`src/rtl/ldclr_pkg.sv`:
```
package ldclr_pkg;

    // Action chosen for the next rising edge.
    typedef enum logic [1:0] {
        ACT_HOLD  = 2'd0,
        ACT_COUNT = 2'd1,
        ACT_LOAD  = 2'd2
    } ldclr_act_e;

endpackage

```
`src/rtl/ldclr_select.sv`:
```
module ldclr_select
    import ldclr_pkg::*;
(
    input  logic       load,
    input  logic       count,
    output ldclr_act_e act
);

    // Fixed priority: load wins over count, and count wins over hold.
    always_comb begin
        if (load) begin
            act = ACT_LOAD;
        end else if (count) begin
            act = ACT_COUNT;
        end else begin
            act = ACT_HOLD;
        end
    end

endmodule

```
`src/rtl/ldclr_incr.sv`:
```
module ldclr_incr #(
    parameter int WIDTH = 4
) (
    input  logic [WIDTH-1:0] cur,
    output logic [WIDTH-1:0] nxt,
    output logic             all_ones
);

    logic [WIDTH-1:0] tgl;

    // Bit i flips when every bit below it is set.
    // Bit 0 always flips.
    genvar i;
    generate
        for (i = 0; i < WIDTH; i++) begin : g_tgl
            if (i == 0) begin : g_lsb
                assign tgl[i] = 1'b1;
            end else begin : g_upper
                assign tgl[i] = &cur[i-1:0];
            end
        end
    endgenerate

    assign nxt      = cur ^ tgl;
    assign all_ones = &cur;

endmodule

```
`src/rtl/ldclr_counter.sv`:
```
module ldclr_counter
    import ldclr_pkg::*;
#(
    parameter int WIDTH = 4
) (
    input  logic             clk,
    input  logic             clear_n,
    input  logic             load,
    input  logic             count,
    input  logic [WIDTH-1:0] din,
    output logic [WIDTH-1:0] q,
    output logic             carry_o
);

    typedef struct packed {
        logic [WIDTH-1:0] val;
    } cnt_state_t;

    cnt_state_t       st_d;
    cnt_state_t       st_q;
    ldclr_act_e       act;
    logic [WIDTH-1:0] inc_val;
    logic             at_max;

    ldclr_select u_select (
        .load  (load),
        .count (count),
        .act   (act)
    );

    ldclr_incr #(
        .WIDTH (WIDTH)
    ) u_incr (
        .cur      (st_q.val),
        .nxt      (inc_val),
        .all_ones (at_max)
    );

    // Next-state computation.
    always_comb begin
        st_d = st_q;
        unique case (act)
            ACT_LOAD:  st_d.val = din;
            ACT_COUNT: st_d.val = inc_val;
            default:   st_d.val = st_q.val;
        endcase
    end

    // State register, cleared asynchronously.
    always_ff @(posedge clk or negedge clear_n) begin
        if (!clear_n) begin
            st_q <= '0;
        end else begin
            st_q <= st_d;
        end
    end

    assign q       = st_q.val;
    assign carry_o = (act == ACT_COUNT) && at_max;

endmodule

```
`config.mk`:
```
export PLATFORM = sky130hd
export DESIGN_NAME = ldclr_counter
export DESIGN_NICKNAME = d
export VERILOG_FILES = /design/src/rtl/ldclr_pkg.sv /design/src/rtl/ldclr_select.sv /design/src/rtl/ldclr_incr.sv /design/src/rtl/ldclr_counter.sv
export SDC_FILE = /design/constraint.sdc
export NUM_CORES = 1
export LEC_CHECK = 0
export BUFFER_PORTS_ARGS = -buffer_cell sky130_fd_sc_hd__buf_2
export CAP_MARGIN = 20
export CORE_AREA = 2 2 39 41
export DETAILED_ROUTE_END_ITERATION = 10
export DIE_AREA = 0 0 41 43
export GPL_TIMING_DRIVEN = 0
export HOLD_SLACK_MARGIN = 0.05
export PLACE_DENSITY = 0.38
export RECOVER_POWER = 50
export REMOVE_ABC_BUFFERS = 1
export SYNTH_ARGS = -nofsm -noshare
export SYNTH_HDL_FRONTEND = slang
export SYNTH_HIERARCHICAL = 1
export SYNTH_SLANG_ARGS = --single-unit
```
`constraint.sdc`:
```
create_clock -name clk -period 4.3 [get_ports clk]
set_clock_uncertainty 0.2 [all_clocks]
set_input_delay 0.645 -clock clk [delete_from_list [all_inputs] [get_ports clk]]
set_output_delay 0.645 -clock clk [all_outputs]
set_load 0.02 [all_outputs]
```
==> run_results.csv, run 1 <==
group,metric,value,unit
run_status,outcome,"finished, final reports clean",
setup_path,timing.setup.critical_path_class,"in -> out",
drt,number_of_drc_markers_after_the_initial_detailed_route_iteration,7,
finish,synthToLayoutAreaGrowth,33.6,%
logic_synthesis,synth-simple-area-share,0.155,
drt,drt-wirelength-per-cell,8.81,µm
setup_path,rr_endpoint,"q[3]$_DFFE_PN0P_",
clock_tree,ctsRootBufferMaster,"clkbuf_4",
sta,report.final.setup_viol,0,
global_routing,grt_pass1_vias,203,
power_and_ir_drop,vdd_ir_drop_max,0.169,mV
setup_path,reg2reg_depth,5,
sta,layout_setup_ws,1960,ps
logic_synthesis,yosys.area_share.xor_xnor,0.0318,
floorplan,die_width,41,µm
logic_synthesis,post_synth_adder_cell_area,0.136,
setup_path,timing.critical_path.fanout_max,5,
floorplan,initial_core_utilization,0.199,
floorplan,ports,13,
place,pre_cts_slack,1950,ps
logic_synthesis,ys.warnings.count,6,
finish,layout-drive-gt1-share,0.390,
drt,drt_pass1_iterations,2,
flow_run,cap_violations,0,
global_routing,grt_start_max_net_pins,9,
finish,diodes,0,
floorplan,die_h,43,µm
sta,max_clock_freq,0.428,GHz
clock_tree,ctsHtreeMaxLevel,1,
floorplan,row_count,14,
sta,layout_worst_path_cycle_share,0.544,
min_path,hold_class,"reg -> reg",
global_routing,global_route_wire_length_before_repair,834,µm
logic_synthesis,synth_compound_area_frac,0.0727,
clock_tree,tritoncts,"done",
place,port-buffer-count,12,
global_routing,overflow,0,
logic_synthesis,yosys-mux-area-fraction,0.145,
setup_path,r2r_setup_slack,2780,ps
setup_path,worst-endpoint-required,3450,ps
min_path,hp-start,"q[1]$_DFFE_PN0P_",
drt,vias_per_cell,3.93,
finish,layout.cells.most_common_list,"buf_2, mux2i_1, nand2_1, dfrtp_1",
drt,post_route_wl,502,µm
logic_synthesis,ys_seq_area_frac,0.364,
clock_tree,cts_buffer_depth,2,
min_path,worst_min_delay_path_endpoint,"q[1]$_DFFE_PN0P_",
power_and_ir_drop,power_density,370,nW/µm²
finish,layout_commonest_cell,"buf_2",
finish,nFillCells,154,
clock_tree,cts-buffers-inserted,3,
global_routing,grt_antenna_before_repair,0,
drt,final_antenna_net_count,0,
floorplan,die-area,1760,µm²
sta,final_period_minus_worst_setup_slack,2340,ps
setup_path,critical_path_arrival,1490,ps
logic_synthesis,syn_area,275,µm²
logic_synthesis,synthesis.instances,27,
sta,worst_pin_slew,256,ps
place,placed_cells,53,
drt,via_count,224,
logic_synthesis,number_of_different_library_cells_in_the_post_synthesis_netlist,12,
logic_synthesis,yosys_reg_bits,4,
global_routing,track_usage,0.0775,
finish,largest_register_ff_count,4,
power_and_ir_drop,p_leak,0.197,nW
clock_tree,clock_latency,230,ps
finish,fin_nets,54,
sta,worst_slew_margin_relative_to_its_limit,0.829,
drt,post-route-drc-count,0,
sta,final_hold_viol_count,0,
setup_path,setup.worst_path.start_class,"input pin",
setup_path,startpoint,"load",
logic_synthesis,synth.avg_cell_area,10.2,µm²
min_path,worstHoldPathCells,2,
place,finalWeightedCongestion,0.630,
place,dp.final_hpwl,411,µm
finish,stdcell_count,57,
sta,timing_max_transition_violations_final,0,
clock_tree,numClockSinks,4,
clock_tree,clk_pin_slew_worst_paths,30,ps
logic_synthesis,dominant_combinational_cell_family_by_area_after_synthesis,"simple AND/OR/NAND/NOR gates",
sta,fin_setup_tns,0,ps
setup_path,endpoint_kind,"primary output",
sta,rsz0062_at_grt,"no",
sta,whs,318,ps
floorplan,core_region_area,1380,µm²
setup_path,worstReg2RegStart,"q[0]$_DFFE_PN0P_",
## power by group
part / leakage, nW / internal (mW) / switching, mW
Combinational: 0.135 / 0.0171 / 0.0221
Clock: 0.0138 / 0.0312 / 0.0151
Sequential: 0.0487 / 0.0445 / 0.00623
## routing by layer
metal	GRT usage	wire length, µm	vias up
met5	0	0	-
met4	0.0400	0	0
met3	0.0628	55	0
met2	0.0875	206	13
met1	0.101	240	93
li1	-	-	118
## final cells by class
type	instances	area, µm²	area share
repair buffers	13	68.8	0.187
clock buffers	3	22.5	0.0612
multi-input cells	19	149	0.405
inverters	2	7.51	0.0204
well taps	16	20.0	0.0544
flip-flops and latches	4	100	0.272
## per-stage QoR
stage	area [µm²]	power, mW	util
4_1_cts	369	0.140	0.267
3_3_place_gp	337	0.0903	0.243
2_1_floorplan	256	0.0763	-
6_report	368	0.136	0.266
5_1_grt	368	0.148	0.266
3_5_place_dp	337	0.0911	0.243
## cell usage after synthesis (all sizes together)
cell type	n	area [µm²]
and3	1	6.26
mux2i	4	40.0
ha	3	37.5
dfrtp	4	100
inv	2	7.51
o21ai	4	20.0
xor2	1	8.76
and2	1	7.51
nand2	4	15.0
buf	2	18.8
nor2b	1	13.8
## critical path, stage by stage
cell and delay (ps):
buf_2 120, nor2b_4 90, ha_1 300, and2_2 190, buf_2 150
## worst max-delay path by stage
| stage | cells past startpoint | slack [ps] | endpoint |
|---|---|---|---|
| after floorplan | 3 | 2200 | carry_o |
| after global placement | 5 | 1950 | carry_o |
| after detailed placement | 5 | 1950 | carry_o |
| after CTS | 5 | 1950 | carry_o |
| after global routing | 5 | 1870 | carry_o |
| final | 5 | 1960 | carry_o |
## timing repair
| action | in CTS | in global routing |
|---|---|---|
| setup endpoints to repair | 0 | 0 |
| hold endpoints to repair | 4 | 0 |
| setup buffers | 0 | 0 |
| gates resized for setup | 0 | 0 |
| hold buffers | 1 | 0 |
## cell families after synthesis
family | count (synthesis)
AO/OA/AOI/OAI | 4
XOR/XNOR | 1
adder cells (fa/ha/maj) | 3
buffers and inverters | 4
flip-flops | 4
multiplexers | 4
AND/OR/NAND/NOR | 7
(Power assumes the default switching activity.)
==> run 2, diff against run 1 <==
Settings changed: PLACE_DENSITY 0.38 to 0.39.
Clock period 4.3 ns to 1.9 ns, I/O delays scaled along.
==> run 2 against run 1 <==
Largest power group unchanged; critical endpoint unchanged; global-route usage increased by 1.0 points; utilization increased by 0.18 points; sequential share of layout area shrank 0.18 points.
==> run_results.csv, run 2 (synthesis results as in run 1) <==
group,metric,value,unit
place,port-buffer-count,12,
sta,final_hold_viol_count,0,
floorplan,die_h,43,µm
power_and_ir_drop,switching_share,0.327,
setup_path,cp_top_family,"flip-flops",
finish,fin_nets,54,
global_routing,overflow,0,
power_and_ir_drop,p_int,0.211,mW
finish,synthToLayoutAreaGrowth,34.5,%
sta,layout_worst_path_cycle_share,0.959,
drt,post_route_wl,530,µm
floorplan,die_width,41,µm
drt,number_of_drc_markers_after_the_initial_detailed_route_iteration,0,
clock_tree,cts-buffers-inserted,3,
setup_path,slowest_stage,"dfrtp_1",
finish,layout.cells.most_common_list,"buf_2, mux2i_1, nand2_1, dfrtp_1, clkbuf_4",
clock_tree,postCtsSetupRepairBufs,0,
finish,layout-drive-gt1-share,0.415,
finish,final_util,0.268,
clock_tree,tritoncts,"done",
setup_path,timing.critical_path.cells,"ha_2, and3_1, and2_2, buf_2",
floorplan,core_region_area,1380,µm²
drt,drt_pass1_iterations,1,
sta,rsz0062_at_grt,"no",
clock_tree,numClockSinks,4,
min_path,hold_class,"in -> reg",
setup_path,timing.critical_path.fanout_max,4,
setup_path,timing.setup.critical_path_class,"reg -> out",
clock_tree,cts_buffer_depth,2,
global_routing,grt_pass1_vias,204,
finish,layout_commonest_cell,"buf_2",
power_and_ir_drop,comb_power_share,0.289,
sta,final_period_minus_worst_setup_slack,1820,ps
flow_run,cap_violations,0,
sta,timing_max_transition_violations_final,0,
sta,fin_setup_tns,0,ps
power_and_ir_drop,seq_power_share,0.367,
finish,nFillCells,150,
setup_path,cp.buffers_inverters,1,
setup_path,endpoint_kind,"primary output",
place,finalWeightedCongestion,0.615,
clock_tree,ctsRootBufferMaster,"clkbuf_4",
power_and_ir_drop,clock_power_share,0.344,
floorplan,die-area,1760,µm²
sta,worst_pin_slew,272,ps
setup_path,critical_path_arrival,1340,ps
drt,drt-wirelength-per-cell,9.30,µm
setup_path,setup.worst_path.start_class,"register",
drt,final_antenna_net_count,0,
floorplan,row_count,14,
finish,largest_register_ff_count,4,
finish,diodes,0,
setup_path,worst-endpoint-required,1410,ps
global_routing,track_usage,0.0878,
clock_tree,ctsHtreeMaxLevel,1,
power_and_ir_drop,power_density,848,nW/µm²
power_and_ir_drop,p_leak,0.195,nW
setup_path,cpPeakStageDelay,400,ps
run_status,outcome,"finished, final reports clean",
global_routing,grt_start_max_net_pins,9,
drt,via_count,237,
power_and_ir_drop,p_sw,0.103,mW
power_and_ir_drop,vdd_ir_drop_max,0.363,mV
sta,worst_slew_margin_relative_to_its_limit,0.819,
global_routing,global_route_wire_length_before_repair,848,µm
global_routing,grt_antenna_before_repair,0,
sta,max_clock_freq,0.549,GHz
clock_tree,clk_pin_slew_worst_paths,40,ps
floorplan,ports,13,
drt,post-route-drc-count,0,
floorplan,initial_core_utilization,0.199,
place,dp.final_hpwl,426,µm
drt,vias_per_cell,4.16,
sta,report.final.setup_viol,0,
clock_tree,clock_latency,240,ps
## run 2: power groups by stage
| stage | logic (mW) | clock network (mW) | registers, mW |
|---|---|---|---|
| floorplan | 0.0396 | 0 | 0.133 |
| global placement | 0.0884 | 0 | 0.115 |
| detailed placement | 0.0920 | 0 | 0.116 |
| CTS | 0.0936 | 0.112 | 0.115 |
| global route | 0.101 | 0.124 | 0.118 |
| finish | 0.0909 | 0.108 | 0.115 |
## run 2: per-layer routing
layer	up-vias	GRT usage	share of wire	wire length, µm
met1	99	0.0915	0.43	229
met5	-	0	0	0
met4	0	0.100	0.049	26
li1	119	-	-	-
met3	5	0.0785	0.16	85
met2	14	0.0906	0.35	188
## run 2: per-stage QoR
| stage | setup WS, ps | power (mW) | std cells | hold slack (ps) | instance area, µm² |
|---|---|---|---|---|---|
| floorplan | 336 | 0.173 | 25 | -211 | 256 |
| global placement | 274 | 0.203 | 53 | -107 | 337 |
| detailed placement | 246 | 0.208 | 53 | -105 | 337 |
| CTS | 30.5 | 0.321 | 57 | 117 | 369 |
| global route | 3.65 | 0.343 | 57 | 129 | 370 |
| finish | 77.6 | 0.314 | 57 | 125 | 370 |
## run 2: timing repair
| item | CTS | global route |
|---|---|---|
| resized for setup | 0 | 1 |
| endpoints found under the setup margin | 0 | 1 |
| hold endpoints to repair | 4 | 0 |
| hold buffers | 1 | 0 |
## run 2: cell type report
cell class	count	area [µm²]	share of cell area
clock buffer	3	22.5	0.0608
inverter	2	7.51	0.0203
multi-input combinational	19	151	0.409
sequential	4	100	0.270
tap	16	20.0	0.0541
timing repair buffer	13	68.8	0.186
## run 2: worst reg2reg max path: stages (launching register included)
cell     delay, ps
dfrtp_1        400
ha_2           210
ha_1           190
xor2_1         160
mux2i_1        140
o21ai_1         70
## run 2: worst paths after layout
path	startpoint	end	cells after the start	slack (ps)
worst max-delay path	q[0]$_DFFE_PN0P_	carry_o	4	80
worst min-delay path	din[2]	q[2]$_DFFE_PN0P_	3	130
worst max register to register	q[0]$_DFFE_PN0P_	q[3]$_DFFE_PN0P_	5	420
worst min register to register	q[1]$_DFFE_PN0P_	q[1]$_DFFE_PN0P_	2	330
max in group asynchronous	clear_n	q[0]$_DFFE_PN0P_	2	1110
min in group asynchronous	clear_n	q[2]$_DFFE_PN0P_	2	210
